$ cat config.mk
export PLATFORM = sky130hd
export DESIGN_NAME = mlspi_master
export DESIGN_NICKNAME = d
export VERILOG_FILES = /design/src/rtl/mlspi_master.sv
export SDC_FILE = /design/constraint.sdc
export NUM_CORES = 1
export LEC_CHECK = 0
export ABC_AREA = 0
export BUFFER_PORTS_ARGS = -buffer_cell sky130_fd_sc_hd__clkbuf_2
export CORE_ASPECT_RATIO = 1.4
export CORE_MARGIN = 2
export CORE_UTILIZATION = 45
export CTS_CLUSTER_SIZE = 8
export DETAILED_ROUTE_END_ITERATION = 12
export PLACE_DENSITY = 0.74
export SLEW_MARGIN = 40
export SYNTH_ARGS = -nofsm -noshare
export SYNTH_HDL_FRONTEND = slang
export SYNTH_SLANG_ARGS = --single-unit
$ cat constraint.sdc
create_clock -name clk -period 4.3 [get_ports clk]
set_input_delay 0.43 -clock clk [delete_from_list [all_inputs] [get_ports clk]]
set_output_delay 0.43 -clock clk [all_outputs]
set_load 0.01 [all_outputs]
$ cat src/rtl/mlspi_master.sv
module mlspi_master #(
  parameter int HALF_CYC = 4
) (
  input  logic        clk,
  input  logic        rst_n,
  input  logic [1:0]  mode_i,
  input  logic        rx_dir_i,
  input  logic [3:0]  clk_len_i,
  input  logic        ss_assert_i,
  input  logic        tx_wr_i,
  input  logic [63:0] tx_data_i,
  input  logic        rx_rd_i,
  output logic [63:0] rx_data_o,
  input  logic [2:0]  flag_clr_i,
  input  logic [2:0]  irq_en_i,
  output logic [2:0]  flags_o,
  output logic        irq_o,
  output logic        sclk_o,
  output logic        ss_n_o,
  output logic [3:0]  sd_o,
  output logic [3:0]  sd_oe_o,
  input  logic [3:0]  sd_i
);
  localparam int WMAX = 64;
  localparam int PW = (HALF_CYC > 1) ? $clog2(HALF_CYC) : 1;
  localparam logic [PW-1:0] PH_LAST = PW'(HALF_CYC - 1);

  logic [63:0]   txb, sh, rxb, next_sh;
  logic          txb_full, busy, sclk_q;
  logic [PW-1:0] ph;
  logic [3:0]    left;
  logic [1:0]    lanes, new_lanes;
  logic          cur_drive, cur_cap;
  logic [3:0]    samp;
  logic          tbe, rbf, ovr;
  logic [6:0]    new_w;

  assign new_lanes = (mode_i == 2'd1) ? 2'd1 : (mode_i == 2'd2) ? 2'd2 : 2'd0;
  assign new_w     = 7'({3'b0, clk_len_i} + 7'd1) << new_lanes;

  logic edge_tick, rise, fall, last_fall, load_go, done_cap;
  assign edge_tick = busy && (ph == PH_LAST);
  assign rise      = edge_tick && !sclk_q;
  assign fall      = edge_tick && sclk_q;
  assign last_fall = fall && (left == 4'd0);
  assign load_go   = txb_full && (!busy || last_fall);
  assign done_cap  = last_fall && cur_cap;

  always_comb begin
    case (lanes)
      2'd1:    next_sh = {sh[61:0], samp[1:0]};
      2'd2:    next_sh = {sh[59:0], samp[3:0]};
      default: next_sh = {sh[62:0], samp[1]};
    endcase
  end

  always_comb begin
    sd_o    = 4'b0;
    sd_oe_o = 4'b0;
    case (lanes)
      2'd1:    begin sd_o[1:0] = sh[63:62]; sd_oe_o = 4'b0011; end
      2'd2:    begin sd_o      = sh[63:60]; sd_oe_o = 4'b1111; end
      default: begin sd_o[0]   = sh[63];    sd_oe_o = 4'b0001; end
    endcase
    if (!(busy && cur_drive)) sd_oe_o = 4'b0;
  end

  always_ff @(posedge clk or negedge rst_n) begin
    if (!rst_n) begin
      txb <= '0; txb_full <= 1'b0;
    end else begin
      if (tx_wr_i) txb <= tx_data_i;
      txb_full <= tx_wr_i ? 1'b1 : (load_go ? 1'b0 : txb_full);
    end
  end

  always_ff @(posedge clk or negedge rst_n) begin
    if (!rst_n) begin
      sh <= '0; busy <= 1'b0; sclk_q <= 1'b0; ph <= '0; left <= '0;
      lanes <= 2'd0; cur_drive <= 1'b0; cur_cap <= 1'b0; samp <= '0;
    end else begin
      if (busy) ph <= edge_tick ? '0 : ph + 1'b1;
      if (rise) begin
        sclk_q <= 1'b1;
        samp   <= sd_i;
      end
      if (fall) begin
        sclk_q <= 1'b0;
        sh     <= next_sh;
        left   <= left - 4'd1;
        if (last_fall) busy <= 1'b0;
      end
      if (load_go) begin
        sh        <= txb << (7'(WMAX) - new_w);
        busy      <= 1'b1;
        sclk_q    <= 1'b0;
        ph        <= '0;
        left      <= clk_len_i;
        lanes     <= new_lanes;
        cur_drive <= (new_lanes == 2'd0) || !rx_dir_i;
        cur_cap   <= (new_lanes == 2'd0) || rx_dir_i;
      end
    end
  end

  always_ff @(posedge clk or negedge rst_n) begin
    if (!rst_n) begin
      rxb <= '0; tbe <= 1'b1; rbf <= 1'b0; ovr <= 1'b0;
    end else begin
      if (done_cap) rxb <= next_sh;
      if (tx_wr_i)            tbe <= 1'b0;
      else if (load_go)       tbe <= 1'b1;
      else if (flag_clr_i[0]) tbe <= 1'b0;
      if (done_cap)                          rbf <= 1'b1;
      else if (rx_rd_i || flag_clr_i[1])     rbf <= 1'b0;
      if (done_cap && rbf && !rx_rd_i)       ovr <= 1'b1;
      else if (flag_clr_i[2])                ovr <= 1'b0;
    end
  end

  assign flags_o   = {ovr, rbf, tbe};
  assign irq_o     = |(flags_o & irq_en_i);
  assign rx_data_o = rxb;
  assign sclk_o    = sclk_q;
  assign ss_n_o    = ~ss_assert_i;
endmodule


==> results.md, run 1 <==
* Die area at 32800 um2
* Total Routing Usage GR at 28.3%
* Post-synthesis adder-cell area fraction at 0.798%
* CTS HTree Levels at 1
* Clock transition at path regs at 0.05 ns
* # IOs at 164
* P_leak at 7.20 nW
* P_sw at 4.66 mW
* Total power at 10.5 mW
* Vias at 12.9k
* Vias in the first global route at 12.6k
* VDD IR-drop max at 0.519 mV
* ANT nets after route at 0
* Worst Tran Pin Value at 0.891 ns
* Worst-case clock buffer depth at 3
* Layout cells sized above 1 at 24.3%
* # DRC at 0
* Cell Int Power at 5.89 mW
* Ys async rst share at 100%
* Bufs and invs on worst path at 3
* Clock Latency Late Sink at 0.58 ns
* Max stage delay cell, worst path: a2111oi_0
* Worst-path fanout max at 28
* Mux cell area share after synthesis at 21.7%
* Synthesized cell area at 14100 um2
* Status: complete, no violations
* Final HPWL DP at 35600 um
* Antenna Cells at 0
* Clock sinks at 212
* Post-DR vias/cell at 6.23
* RSZ-0062 raised after global routing: false
* Fin. Hold Viols at 0
* Seq pwr share at 30.3%
* HP Class: in -> reg
* Minimum clock period at 3.61 ns
* Setup_tns at 0 ns
* Compound-cell area share of the yosys netlist at 22.8%
* DIE HEIGHT at 214 um
* Most common cell after layout, fill and taps aside: dfrtp_1
* Combinational Power Share at 49.2%
* Multi-input logic area at 8190 um2
* Fillers at 2883
* Pwr dens at 643 nW/um2
* Setup crit start kind: input pin
* Top cell type by total area after synthesis: dfrtp_1
* Sw Share at 44.1%
* Gpl congestion at 1.09
* First-pass DRT Iterations at 8
* Hold_ws at 0.0469 ns
* Top-area cell type share of the netlist area at 37.4%
* Most frequent CP cell: buf_4
* Gr ovfl total at 0
* Final WS setup at 0.693 ns
* Post-Synth XOR/XNOR Area at 0.807%
* First-pass GRT wire length at 73200 um
* Worst stage delay on the critical path at 0.73 ns
* Post-synth net total at 1626
* WP data arrival at 4.10 ns
* Initial DRC count at 1159
* Starting Density at 45.8%
* Final wirelength at 47200 um
* Num rows at 76
* Flops & latches, synth at 212
* Number of synthesized flops with an enable pin at 0
* Clk root buf: clkbuf_16
* Cells after synthesis at 1531
* Pin count of the biggest net entering global routing at 121
* Top delay family on crit path: compound AO/OA/AOI/OAI gates
* Final setup vio count at 0
* Syn avg cell area at 9.22 um2
* Worst slew margin at 40.6%
* IO Port Bufs at 163
* Worst-path cell chain: clkbuf_2 -> ha_1 -> nand2b_1 -> a21o_1 -> ha_4 -> buf_4 -> mux2i_1 -> nand2_1 -> and3_1 -> a2111oi_0 -> buf_4 -> o32a_1
* CTS tree: yes
* Tcrit/Tclk final at 83.9%
* P&R area growth vs syn at 16.3%
* Yosys warning count at 0
* Most frequent cells in the layout: 211 x dfrtp_1, 174 x mux2i_1, 161 x clkbuf_2
* CTS Buf Count at 30
* Power share of the clock group at 20.5%
* Pre-CTS WS at 0.229 ns
* F_max at 277 MHz
* Synth cell types at 79
* Critical Path RT at 4.79 ns
* Max Slew Vio Count at 0
* Resized Gates After CTS at 0
* Largest cells by area after synthesis: dfrtp_1 37%, mux2i_1 12%, mux2_2 7.2%, a21oi_1 5.6%, nand2_1 3.7%
* Initial antenna violation count at 0
* Main synth FF type: dfrtp_1
* Setup CP Type: in -> reg
* FF+latch area at 5310 um2
* MaxCap Viol Count at 0
* Core Footprint at 30800 um2
* Clock Skew at 0.0271 ns
* Largest family of logic cells by synthesized area: compound AO/OA/AOI/OAI gates
* Simple-Gate Fraction of Synth Area at 11.3%
* Post-synthesis sequential area ratio at 37.6%
* Nets at 1759
* Drt wl/cell at 22.8 um
* Die width at 154 um
* Crit. End Element: flip-flop
cell type report:
class | instances | area share [%]
tap | 390 | 2.97
clock buffer | 44 | 5.02
inverter | 15 | 0.343
multi-input combinational | 1160 | 49.9
timing repair buffer | 245 | 9.40
clock inverter | 1 | 0.0305
sequential | 212 | 32.3
registers in the layout, summed over array words and instances, names as in the netlist:
signal     flops
busy           1
cur_cap        1
cur_drive      1
lanes          2
left           4
ovr            1
ph             2
rbf            1
rx_data_o     64
samp           4
sclk_o         1
sh            64
tbe            1
txb           64
txb_full       1
cell usage after synthesis, drive strengths merged (17+ instances only):
cell type / count
nand3: 18
mux2: 91
a22oi: 69
nand2: 141
o22a: 19
o21ai: 105
clkbuf: 90
mux2i: 174
o22ai: 27
buf: 54
a21oi: 158
a211oi: 17
nor3: 22
dfrtp: 211
nor2: 117
through the flow:
| stage | utilization (%) | cell area, um2 | instances |
|---|---|---|---|
| after CTS | 53.3 | 16400 | 2067 |
| after floorplan | - | 14100 | 1531 |
| after global routing | 53.3 | 16400 | 2067 |
| final | 53.3 | 16400 | 2067 |
| after global placement | 50.5 | 15600 | 2021 |
| after detailed placement | 50.5 | 15600 | 2021 |
path summary, 6_finish.rpt:
| kind | from | to | slack, ns | cells after the start |
|---|---|---|---|---|
| worst max-delay path | clk_len_i[1] | sh[48]$_DFFE_PN0P_ | 0.69 | 12 |
| max in group asynchronous | rst_n | txb[23]$_DFFE_PN0P_ | 2.76 | 3 |
| worst min register to register | rx_data_o[1]$_DFFE_PN0P_ | rx_data_o[1]$_DFFE_PN0P_ | 0.47 | 2 |
| worst min-delay path | flag_clr_i[2] | ovr$_DFFE_PN0P_ | 0.05 | 2 |
| worst max register to register | left[0]$_DFFE_PN0P_ | sh[37]$_DFFE_PN0P_ | 1.43 | 10 |
| min in group asynchronous | rst_n | txb[57]$_DFFE_PN0P_ | 0.45 | 2 |
timing repair:
| item | 4_1_cts | 5_1_grt |
|---|---|---|
| buffers inserted | 0 | 0 |
| hold buffers | 1 | 0 |
| hold endpoints to repair | 81 | 0 |
kinds of logic (layout without fill, tap and decap cells):
| group | after synthesis | in the layout |
|---|---|---|
| buf+inv | 159 | 305 |
| simple gates | 360 | 360 |
| compound gates | 503 | 503 |
| mux | 278 | 278 |
| xor+xnor | 10 | 10 |
| flops | 212 | 212 |
| fa+ha+maj | 9 | 9 |
metal layers:
metal,vias up,global-route usage [%],wire [um]
li1,5940,-,-
met1,6229,35.5,19000
met2,554,48.0,22800
met3,158,3.44,2720
met4,0,14.8,2760
met5,-,0,0
power by group through the flow:
| stage | registers, mW | clock network, mW | logic, mW |
|---|---|---|---|
| 3_3_place_gp | 3.18 | 0 | 5.02 |
| 3_5_place_dp | 3.20 | 0 | 5.09 |
| 2_1_floorplan | 3.08 | 0 | 3.46 |
| 5_1_grt | 3.26 | 2.28 | 5.66 |
| 4_1_cts | 3.18 | 2.21 | 5.12 |
| 6_report | 3.20 | 2.16 | 5.19 |
No activity file was read; power rests on OpenSTA's default activity.
==> run 2: changes to the inputs <==
==> constraint.sdc (replaced) <==
create_clock -name clk -period 3.5 [get_ports clk]
set_input_delay 0.35 -clock clk [delete_from_list [all_inputs] [get_ports clk]]
set_output_delay 0.35 -clock clk [all_outputs]
set_load 0.01 [all_outputs]
==> run 2 against run 1 <==
  * Non-clock buffer count increased by 95
  * Critical endpoint is now sh[44]$_DFFE_PN0P_
  * Sequential cell count unchanged
  * Sequential share of layout area fell by 1.5 points
  * Largest power group unchanged
  * Clock skew is 0.011 ns lower
  * Critical path depth grew 1
==> results.md, run 2 (synthesis results as in run 1) <==
* Power share of the clock group at 19.8%
* First-pass DRT Iterations at 6
* Final HPWL DP at 36400 um
* WP data arrival at 3.61 ns
* Initial antenna violation count at 0
* Die width at 154 um
* Post-DR vias/cell at 6.12
* Clk root buf: clkbuf_16
* Placed cells at 2108
* Clock Latency Late Sink at 0.56 ns
* RSZ-0062 raised after global routing: false
* Sw Share at 43.6%
* P_leak at 7.68 nW
* Layout cells sized above 1 at 28.0%
* P&R area growth vs syn at 22.0%
* Post-route cell area at 17200 um2
* CTS tree: yes
* Clock transition at path regs at 0.05 ns
* IO Port Bufs at 163
* Tcrit/Tclk final at 90.7%
* Initial DRC count at 1149
* HP Class: in -> reg
* Most common cell after layout, fill and taps aside: dfrtp_1
* DIE HEIGHT at 214 um
* Clock Skew at 0.0158 ns
* DP Area at 16300 um2
* Resized Gates After CTS at 0
* Worst Tran Pin Value at 0.720 ns
* # DRC at 0
* ANT nets after route at 0
* Fillers at 2774
* Clock sinks at 212
* Combinational Power Share at 50.7%
* Seq pwr share at 29.4%
* CTS Buf Count at 30
* Minimum clock period at 3.17 ns
* Post-Layout Cell Count at 2161
* Setup crit start kind: input pin
* Vias at 13.2k
* P_sw at 5.83 mW
* Setup CP Type: in -> reg
* Status: complete, no violations
* Worst-path fanout max at 22
* Pin count of the biggest net entering global routing at 124
* Critical Path RT at 3.93 ns
* Fin. Hold Viols at 0
* Gr ovfl total at 0
* Drt wl/cell at 22.3 um
* Final setup vio count at 0
* # IOs at 164
* MaxCap Viol Count at 0
* F_max at 315 MHz
* Vias in the first global route at 13.1k
* Worst-case clock buffer depth at 3
* Most frequent cells in the layout: 211 x dfrtp_1, 174 x mux2i_1, 162 x clkbuf_2
* Pwr dens at 776 nW/um2
* Antenna Cells at 0
* Starting Density at 45.8%
* Num rows at 76
* Final wirelength at 48100 um
* Total Routing Usage GR at 28.9%
* Die area at 32800 um2
* Core Footprint at 30800 um2
* Cell Int Power at 7.54 mW
* Max Slew Vio Count at 0
* First-pass GRT wire length at 74900 um
* Gpl congestion at 1.00
* CTS HTree Levels at 1
* Nets at 1854
* Worst slew margin at 51.9%
* VDD IR-drop max at 0.491 mV
* Crit. End Element: flip-flop
## run 2: cell count changes in the layout (fill, tap and decap cells not counted), sizes merged
cell,before,now
buf,82,168
dlygate4sd3,1,9
## run 2: area by class of cell
type	count	area, um2	area share [%]
multi-input combinational	1160	8180	47.5
sequential	212	5310	30.8
timing repair buffer	340	2360	13.7
clock buffer	43	821	4.77
tap	390	488	2.83
inverter	15	56.3	0.327
clock inverter	1	5.00	0.0291
## run 2: through the flow
stage | utilization (%) | TNS (ns) | power, mW | hold slack [ns] | setup slack (ns)
6_report | 55.9 | 0 | 13.4 | 0.0231 | 0.326
5_1_grt | 55.9 | 0 | 14.2 | 0.00811 | 0.224
4_1_cts | 55.9 | 0 | 13.3 | 0.00145 | 0.398
3_5_place_dp | 52.9 | -0.818 | 10.6 | 0.445 | -0.180
3_3_place_gp | 52.9 | -0.584 | 10.5 | 0.442 | -0.242
2_1_floorplan | - | 0 | 8.04 | 0.0544 | 0.0121
## run 2: critical path: stages
cell	delay, ns
clkbuf_2	0.10
buf_4	0.13
ha_1	0.21
nor3_2	0.16
buf_4	0.38
buf_4	0.36
mux2i_1	0.29
mux2i_1	0.18
mux2i_1	0.45
mux2i_1	0.28
a2111oi_0	0.46
buf_4	0.19
nor3_1	0.05
## run 2: power by group through the flow
stage | Sequential (mW) | Combinational [mW] | Clock (mW)
2_1_floorplan | 3.78 | 4.26 | 0
3_3_place_gp | 3.91 | 6.55 | 0
3_5_place_dp | 3.94 | 6.65 | 0
4_1_cts | 3.90 | 6.68 | 2.70
5_1_grt | 4.00 | 7.37 | 2.81
6_report | 3.93 | 6.78 | 2.65
## run 2: routing by layer
layer,share of wire [%],up-vias,track usage [%]
met5,0,-,0
met4,6.9,0,17.4
met3,5.9,146,3.31
li1,-,6132,-
met1,39,6357,35.2
met2,48,587,49.5
## run 2: what timing repair did
item,CTS,global route
hold buffers,9,0
setup buffers,0,0
endpoints found under the hold margin,90,0
## run 2: final timing paths
| path | from | end | slack, ns | cells after the start |
|---|---|---|---|---|
| hold / removal | sd_i[1] | samp[1]$_DFFE_PN0P_ | 0.02 | 2 |
| setup reg to reg | left[0]$_DFFE_PN0P_ | sh[57]$_DFFE_PN0P_ | 0.57 | 9 |
| hold reg to reg | rx_data_o[51]$_DFFE_PN0P_ | rx_data_o[51]$_DFFE_PN0P_ | 0.47 | 2 |
| min in group asynchronous | rst_n | txb[55]$_DFFE_PN0P_ | 0.40 | 2 |
| max in group asynchronous | rst_n | txb[17]$_DFFE_PN0P_ | 2.09 | 3 |
| setup / recovery | mode_i[1] | sh[44]$_DFFE_PN0P_ | 0.33 | 13 |
